--- config.mk ---
export PLATFORM = sky130hd
export DESIGN_NAME = xw_walker
export DESIGN_NICKNAME = d
export VERILOG_FILES = /design/src/rtl/xw_pkg.sv /design/src/rtl/xw_addr_gen.sv /design/src/rtl/xw_entry_dec.sv /design/src/rtl/xw_ctrl.sv /design/src/rtl/xw_walker.sv
export SDC_FILE = /design/constraint.sdc
export NUM_CORES = 1
export LEC_CHECK = 0
export BUFFER_PORTS_ARGS = -buffer_cell sky130_fd_sc_hd__buf_4
export CAP_MARGIN = 20
export CORE_MARGIN = 2
export CORE_UTILIZATION = 52
export DETAILED_ROUTE_END_ITERATION = 8
export PLACE_DENSITY_LB_ADDON = 0.12
export SETUP_SLACK_MARGIN = 0.15
export SLEW_MARGIN = 40
export SYNTH_ARGS = -nofsm -noshare
export SYNTH_HDL_FRONTEND = slang
export SYNTH_SLANG_ARGS = --single-unit
export TNS_END_PERCENT = 30
--- constraint.sdc ---
create_clock -name clk -period 3.95 [get_ports clk]
set_clock_uncertainty 0.15 [all_clocks]
set_input_delay 0 -clock clk [delete_from_list [all_inputs] [get_ports clk]]
set_output_delay 0 -clock clk [all_outputs]
set_load 0.02 [all_outputs]
--- src/rtl/xw_pkg.sv ---
package xw_pkg;
  localparam int GAW     = 48;
  localparam int FN_W    = 6;
  localparam int MDW     = 64;
  localparam int PTR_W   = 32;
  localparam int TBL_SH  = 16;
  localparam int PAGE_SH = 21;
  localparam int MID_LO  = 35;
  localparam int MID_W   = GAW - MID_LO;
  localparam int LEAF_W  = MID_LO - PAGE_SH;
  localparam int PG_W    = GAW - PAGE_SH;
  localparam int LEAF_EW = 32;

  typedef enum logic [1:0] {
    LVL_TOP  = 2'd0,
    LVL_MID  = 2'd1,
    LVL_LEAF = 2'd2
  } lvl_e;

  function automatic logic [GAW-1:0] tbl_base(input logic [PTR_W-1:0] p);
    return GAW'(p) << TBL_SH;
  endfunction

  function automatic logic [GAW-1:0] entry_addr(input logic [PTR_W-1:0] p,
                                                input lvl_e lv,
                                                input logic [FN_W-1:0] fn,
                                                input logic [GAW-1:0] ga);
    logic [GAW-1:0] off;
    case (lv)
      LVL_TOP: off = GAW'(fn) << 3;
      LVL_MID: off = GAW'(ga[GAW-1:MID_LO]) << 3;
      default: off = GAW'(ga[MID_LO-1:PAGE_SH]) << 2;
    endcase
    return tbl_base(p) + off;
  endfunction

  function automatic logic [GAW-1:0] host_addr(input logic [PG_W-1:0] pg,
                                               input logic [GAW-1:0] ga);
    return {pg, ga[PAGE_SH-1:0]};
  endfunction
endpackage

--- src/rtl/xw_addr_gen.sv ---
module xw_addr_gen
  import xw_pkg::*;
(
  input  logic [PTR_W-1:0] ptr_i,
  input  lvl_e             lvl_i,
  input  logic [FN_W-1:0]  fn_i,
  input  logic [GAW-1:0]   ga_i,
  output logic [GAW-1:0]   addr_o
);
  assign addr_o = entry_addr(ptr_i, lvl_i, fn_i, ga_i);
endmodule

--- src/rtl/xw_entry_dec.sv ---
module xw_entry_dec
  import xw_pkg::*;
(
  input  logic [MDW-1:0]   data_i,
  input  lvl_e             lvl_i,
  input  logic             hi_half_i,
  output logic             ok_o,
  output logic [PTR_W-1:0] nxt_ptr_o,
  output logic [PG_W-1:0]  page_o
);
  logic [LEAF_EW-1:0] leaf_w;
  logic               unused_bits;

  assign leaf_w    = hi_half_i ? data_i[MDW-1:LEAF_EW] : data_i[LEAF_EW-1:0];
  assign ok_o      = (lvl_i == LVL_LEAF) ? leaf_w[0] : data_i[0];
  assign nxt_ptr_o = data_i[PTR_W+3:4];
  assign page_o    = leaf_w[LEAF_EW-1:LEAF_EW-PG_W];
  assign unused_bits = ^{data_i[MDW-1:PTR_W+4], data_i[3:1], leaf_w[4:1]};
endmodule

--- src/rtl/xw_ctrl.sv ---
module xw_ctrl
  import xw_pkg::*;
(
  input  logic             clk,
  input  logic             rst_n,
  input  logic [PTR_W-1:0] root_ptr_i,
  input  logic             req_valid_i,
  output logic             req_ready_o,
  input  logic [FN_W-1:0]  req_fn_i,
  input  logic [GAW-1:0]   req_gaddr_i,
  output logic             mem_rd_o,
  input  logic             mem_rvalid_i,
  input  logic             ent_ok_i,
  input  logic [PTR_W-1:0] nxt_ptr_i,
  input  logic [PG_W-1:0]  page_i,
  output lvl_e             lvl_o,
  output logic [PTR_W-1:0] ptr_o,
  output logic [FN_W-1:0]  fn_o,
  output logic [GAW-1:0]   ga_o,
  output logic             rsp_valid_o,
  input  logic             rsp_ready_i,
  output logic             rsp_fault_o,
  output logic [1:0]       rsp_level_o,
  output logic [GAW-1:0]   rsp_haddr_o
);
  typedef enum logic [1:0] {S_IDLE, S_ISSUE, S_WAIT, S_RESP} st_e;
  st_e st;

  logic accept, beat, bad_entry, last_tier;
  assign accept      = req_valid_i && req_ready_o;
  assign beat        = (st == S_WAIT) && mem_rvalid_i;
  assign bad_entry   = beat && !ent_ok_i;
  assign last_tier   = (lvl_o == LVL_LEAF);
  assign req_ready_o = (st == S_IDLE);
  assign mem_rd_o    = (st == S_ISSUE);
  assign rsp_valid_o = (st == S_RESP);

  always_ff @(posedge clk or negedge rst_n) begin
    if (!rst_n) begin
      st          <= S_IDLE;
      lvl_o       <= LVL_TOP;
      ptr_o       <= '0;
      fn_o        <= '0;
      ga_o        <= '0;
      rsp_fault_o <= 1'b0;
      rsp_level_o <= 2'd0;
      rsp_haddr_o <= '0;
    end else begin
      case (st)
        S_IDLE: if (accept) begin
          fn_o  <= req_fn_i;
          ga_o  <= req_gaddr_i;
          ptr_o <= root_ptr_i;
          lvl_o <= LVL_TOP;
          if (req_fn_i == '0) begin
            rsp_fault_o <= 1'b1;
            rsp_level_o <= LVL_TOP;
            rsp_haddr_o <= '0;
            st          <= S_RESP;
          end else begin
            st <= S_ISSUE;
          end
        end
        S_ISSUE: st <= S_WAIT;
        S_WAIT: if (beat) begin
          if (bad_entry) begin
            rsp_fault_o <= 1'b1;
            rsp_level_o <= lvl_o;
            rsp_haddr_o <= '0;
            st          <= S_RESP;
          end else if (last_tier) begin
            rsp_fault_o <= 1'b0;
            rsp_level_o <= LVL_LEAF;
            rsp_haddr_o <= host_addr(page_i, ga_o);
            st          <= S_RESP;
          end else begin
            ptr_o <= nxt_ptr_i;
            lvl_o <= (lvl_o == LVL_TOP) ? LVL_MID : LVL_LEAF;
            st    <= S_ISSUE;
          end
        end
        default: if (rsp_ready_i) st <= S_IDLE;
      endcase
    end
  end

  // no new request while a response is pending
  a_r8_ready_blocked: assert property (@(posedge clk) disable iff (!rst_n)
    rsp_valid_o |-> !req_ready_o);
  // response is held under back-pressure
  a_r8_rsp_hold: assert property (@(posedge clk) disable iff (!rst_n)
    rsp_valid_o && !rsp_ready_i |=> rsp_valid_o && $stable(rsp_haddr_o)
      && $stable(rsp_fault_o) && $stable(rsp_level_o));
  // strobe is a single cycle
  a_r10_single_read: assert property (@(posedge clk) disable iff (!rst_n)
    mem_rd_o |=> !mem_rd_o);
  // function 0 faults straight away at the top tier
  a_r2_fn_zero: assert property (@(posedge clk) disable iff (!rst_n)
    accept && req_fn_i == '0 |=> rsp_valid_o && rsp_fault_o && rsp_level_o == 2'd0);
  // no read while a response is pending
  a_r7_no_read_after_end: assert property (@(posedge clk) disable iff (!rst_n)
    rsp_valid_o |-> !mem_rd_o);
  // page offset passes through on success
  a_r6_offset: assert property (@(posedge clk) disable iff (!rst_n)
    rsp_valid_o && !rsp_fault_o |-> rsp_haddr_o[PAGE_SH-1:0] == ga_o[PAGE_SH-1:0]);
  // fault responses carry no address
  a_r7_fault_zero: assert property (@(posedge clk) disable iff (!rst_n)
    rsp_valid_o && rsp_fault_o |-> rsp_haddr_o == '0 && rsp_level_o != 2'd3);
endmodule

--- src/rtl/xw_walker.sv ---
module xw_walker
  import xw_pkg::*;
(
  input  logic             clk,
  input  logic             rst_n,
  input  logic [31:0]      root_ptr_i,
  input  logic             req_valid_i,
  output logic             req_ready_o,
  input  logic [5:0]       req_fn_i,
  input  logic [47:0]      req_gaddr_i,
  output logic             mem_rd_o,
  output logic [47:0]      mem_addr_o,
  input  logic             mem_rvalid_i,
  input  logic [63:0]      mem_rdata_i,
  output logic             rsp_valid_o,
  input  logic             rsp_ready_i,
  output logic             rsp_fault_o,
  output logic [1:0]       rsp_level_o,
  output logic [47:0]      rsp_haddr_o
);
  lvl_e             lvl;
  logic [PTR_W-1:0] ptr;
  logic [FN_W-1:0]  fn;
  logic [GAW-1:0]   ga;
  logic             ent_ok;
  logic [PTR_W-1:0] nxt_ptr;
  logic [PG_W-1:0]  page;

  xw_ctrl u_ctrl (
    .clk(clk), .rst_n(rst_n), .root_ptr_i(root_ptr_i),
    .req_valid_i(req_valid_i), .req_ready_o(req_ready_o),
    .req_fn_i(req_fn_i), .req_gaddr_i(req_gaddr_i),
    .mem_rd_o(mem_rd_o), .mem_rvalid_i(mem_rvalid_i),
    .ent_ok_i(ent_ok), .nxt_ptr_i(nxt_ptr), .page_i(page),
    .lvl_o(lvl), .ptr_o(ptr), .fn_o(fn), .ga_o(ga),
    .rsp_valid_o(rsp_valid_o), .rsp_ready_i(rsp_ready_i),
    .rsp_fault_o(rsp_fault_o), .rsp_level_o(rsp_level_o),
    .rsp_haddr_o(rsp_haddr_o)
  );

  xw_addr_gen u_addr (
    .ptr_i(ptr), .lvl_i(lvl), .fn_i(fn), .ga_i(ga), .addr_o(mem_addr_o)
  );

  xw_entry_dec u_dec (
    .data_i(mem_rdata_i), .lvl_i(lvl), .hi_half_i(mem_addr_o[2]),
    .ok_o(ent_ok), .nxt_ptr_o(nxt_ptr), .page_o(page)
  );

  // the entry address is steady while its data is awaited
  a_r10_addr_steady: assert property (@(posedge clk) disable iff (!rst_n)
    mem_rd_o |=> $stable(mem_addr_o));
endmodule

==> flow_metrics.py <==
metrics = {
    "status": {
        "status": "finished, final reports clean",
    },
    "logic_synthesis": {
        "yosys.area_share.simple_pct": 8.90,
        "synth_edf_count": 0,
        "ys_seq_area_share_pct": 56.7,
        "synth-xor-area-share_pct": 0,
        "yosysWarnings": 0,
        "synthesis.area_sq_mm": 0.00622,
        "async_flop_share_pct": 100,
        "synth_seq_cells": 141,
        "avgSynthCellArea_sq_um": 12.1,
        "synth_fa_ha_area_share_pct": 0,
        "synth_area_leader_cell": "dfrtp_1",
        "synth.area.top_cells": "dfrtp_1 (57%), mux2_2 (9.6%), mux2i_1 (5.5%)",
        "synth.distinct_cells": 39,
        "synth_top_area_share_pct": 56.7,
        "synth_top_family_by_area": "compound AO/OA/AOI/OAI gates",
        "synth_cells": 515,
        "synth_compound_area_share_pct": 15.2,
        "synthMuxAreaShare_pct": 15.1,
        "synth_common_cells": "dfrtp_1 (141), nand2_1 (77), mux2_2 (53), nor2_1 (37), mux2i_1 (34)",
        "synth-main-ff-cell": "dfrtp_1",
        "yosysMostFrequentCell": "dfrtp_1",
    },
    "die": {
        "die_height_um": 113,
        "core_area_sq_mm": 0.0116,
        "die_width_um": 113,
        "num_rows": 39,
        "die-area_sq_mm": 0.0129,
        "boundaryPins": 257,
        "start_util_pct": 53.8,
    },
    "cells_and_area": {
        "nNetsFinal": 1082,
        "syn_to_final_growth_pct": 69.3,
        "diodes": 0,
        "finalNonFillerCells": 1083,
        "drive_above_1_share_pct": 39.4,
    },
    "critical_path": {
        "cp_cell_sequence": "nand2b_2, a41o_4, nor2_1, a31oi_1, dlygate4sd3_1",
        "critPathTopFamily": "compound AO/OA/AOI/OAI gates",
        "cp.required_ns": 4.15,
        "crit_buf_inv": 1,
        "worstPathMaxFanout": 67,
        "slowest_stage": "dfrtp_1",
        "startpoint_type": "flop",
        "cp.arrival_ns": 3.17,
        "cp-end-kind": "flop",
        "cpPeakStageDelay_ns": 0.73,
        "path_class": "reg2reg",
    },
    "placed_design": {
        "post-dp-hpwl_um": 11700,
        "gp_congestion": 0.825,
        "dp_slack_ns": 1.60,
        "port_buffers": 250,
        "dp.cells": 874,
    },
    "sta": {
        "slew_headroom_pct": 52.3,
        "fin_setup_tns_ns": 0,
        "rsz0062_at_grt": "no",
        "tightest_slew_ns": 0.715,
        "final-setup-viol-count": 0,
        "worst_slack_ns": 0.982,
        "slew_violations": 0,
        "min_period_ns": 2.97,
        "max_freq_ghz": 0.337,
        "finalHoldViolCount": 0,
        "post-route-period-util_pct": 75.1,
    },
    "power": {
        "leakage_nw": 5.07,
        "p_seq_share_pct": 31.9,
        "p_sw_share_pct": 38.8,
        "internal-power_mw": 5.09,
        "pwr-share-comb_pct": 48.0,
        "power_frac_clock_pct": 20.1,
        "p_switching_mw": 3.23,
        "ir_worst_vdd_mv": 0.483,
        "power-per-cell-area_mw_per_mm2": 789,
    },
    "clock_tree": {
        "post-cts-setup-buffers": 0,
        "cts_resized": 0,
        "htreeDepth": 4,
        "cts_tree": "built",
        "hold_buffers": 175,
        "clock_path_buffers": 2,
        "insertion_delay_ns": 0.41,
        "clk_pin_slew_ns": 0.06,
        "numCtsBuffers": 17,
        "root_buffer": "clkbuf_16",
        "cts_sinks": 141,
    },
    "global_routing": {
        "overflow": 0,
        "grt_pass1_vias": 6661,
        "grt_pass1_wl_um": 36300,
        "grt_usage_pct": 36.5,
        "antenna_found_initial": 0,
        "grt_max_degree": 106,
    },
    "drt": {
        "wl_per_cell_um": 21.9,
        "first_pass_iters": 6,
        "first_iter_violations": 664,
        "routed_via_density": 5.74,
        "route.detailed.drc": 0,
        "vias": 6218,
        "drt_wl_total_um": 23800,
        "postRouteAntennaNets": 0,
    },
    "run": {
        "drv_cap": 0,
    },
    "min_path": {
        "min_path_type": "in2reg",
    },
}
## worst min-delay path, stage by stage
cell	delay (ns)
buf_4	0.11
nor2b_1	0.14
nand3_1	0.19
o221ai_1	0.14
## power by group through the flow
stage / sequential (mW) / clock (mW) / combinational [mW]
2_1_floorplan: 2.93 / 0 / 1.63
3_3_place_gp: 2.54 / 0 / 3.17
3_5_place_dp: 2.59 / 0 / 3.27
4_1_cts: 2.58 / 1.66 / 3.77
5_1_grt: 2.72 / 1.74 / 4.18
6_report: 2.65 / 1.67 / 3.99
## registers in the layout, indices dropped and copies added, names as in the netlist
signal	flops
u_ctrl.fn_o	6
u_ctrl.ptr_o	32
u_ctrl.lvl_o	2
u_ctrl.st	2
u_ctrl.rsp_haddr_o	48
u_ctrl.rsp_level_o	2
u_ctrl.ga_o	48
u_ctrl.rsp_fault_o	1
## placed cells by master, fill, tap and decap left out, types with 2 or more instances in the layout
cell           synthesis  final
nand2_4                1      2
conb_1                 1      2
nor2b_1                2      2
a31oi_1               32     32
clkinv_4               0      5
nand2b_1               3      3
mux2_2                53     53
o2bb2ai_1              8      8
clkbuf_16              0     17
o2bb2ai_2             20     20
clkbuf_8               0      2
nor2_1                37     37
clkinvlp_4             0      2
a21boi_0               2      2
buf_4                  8    256
dlygate4sd3_1          0    176
a21oi_1                2      2
nand2_1               77     77
bufinv_16              0      3
inv_1                  3      3
a22o_1                27     27
mux2i_1               34     34
dfrtp_1              141    141
nand3_1                2      2
o21ai_0               12     12
## cell families (layout without fill, tap and decap cells)
| family | count (synthesis) | count (layout) |
|---|---|---|
| other | 1 | 2 |
| AND/OR/NAND/NOR | 132 | 132 |
| flip-flops | 141 | 141 |
| AO/OA/AOI/OAI | 109 | 109 |
| multiplexers | 87 | 87 |
| buffers and inverters | 45 | 469 |
## final timing paths
kind	from	to	slack [ns]	depth (start not counted)
max in group asynchronous	rst_n	u_ctrl.ptr_o[9]	2.44	4
min in group asynchronous	rst_n	u_ctrl.ga_o[12]	0.43	3
hold / removal	req_valid_i	u_ctrl.rsp_fault_o	0.08	4
setup reg to reg	u_ctrl.lvl_o[0]	u_ctrl.ptr_o[31]	0.98	5
hold reg to reg	u_ctrl.ga_o[1]	u_ctrl.rsp_haddr_o[1]	0.33	1
setup / recovery	u_ctrl.lvl_o[0]	u_ctrl.ptr_o[31]	0.98	5
## metrics by stage
stage	utilization [%]	total power, mW	instance area [sq um]	hold WS, ns
finish	91.2	8.32	10500	0.0797
global route	91.2	8.64	10500	0.108
CTS	90.8	8.01	10500	0.0388
detailed placement	70.3	5.86	8130	-0.0503
global placement	70.1	5.71	8110	0.0274
floorplan	-	4.56	6230	-0.446
## final cells by class
cell class                      count  area [sq um]
Fill cell                         442          1020
Inverter                            3          11.3
Sequential cell                   141          3530
Clock inverter                     12           163
Clock buffer                       20           457
Tap cell                          143           179
Timing Repair Buffer              434          3730
Multi-Input combinational cell    330          2480
## metal layers
metal | vias up | GRT usage, % | wire length, um
met1 | 3080 | 42.5 | 8460
met3 | 83 | 9.19 | 1800
li1 | 2660 | - | -
met2 | 395 | 63.5 | 12400
met5 | - | 0 | 0
met4 | 0 | 17.6 | 1120
Note: power is estimated with default switching activity, not from simulation.
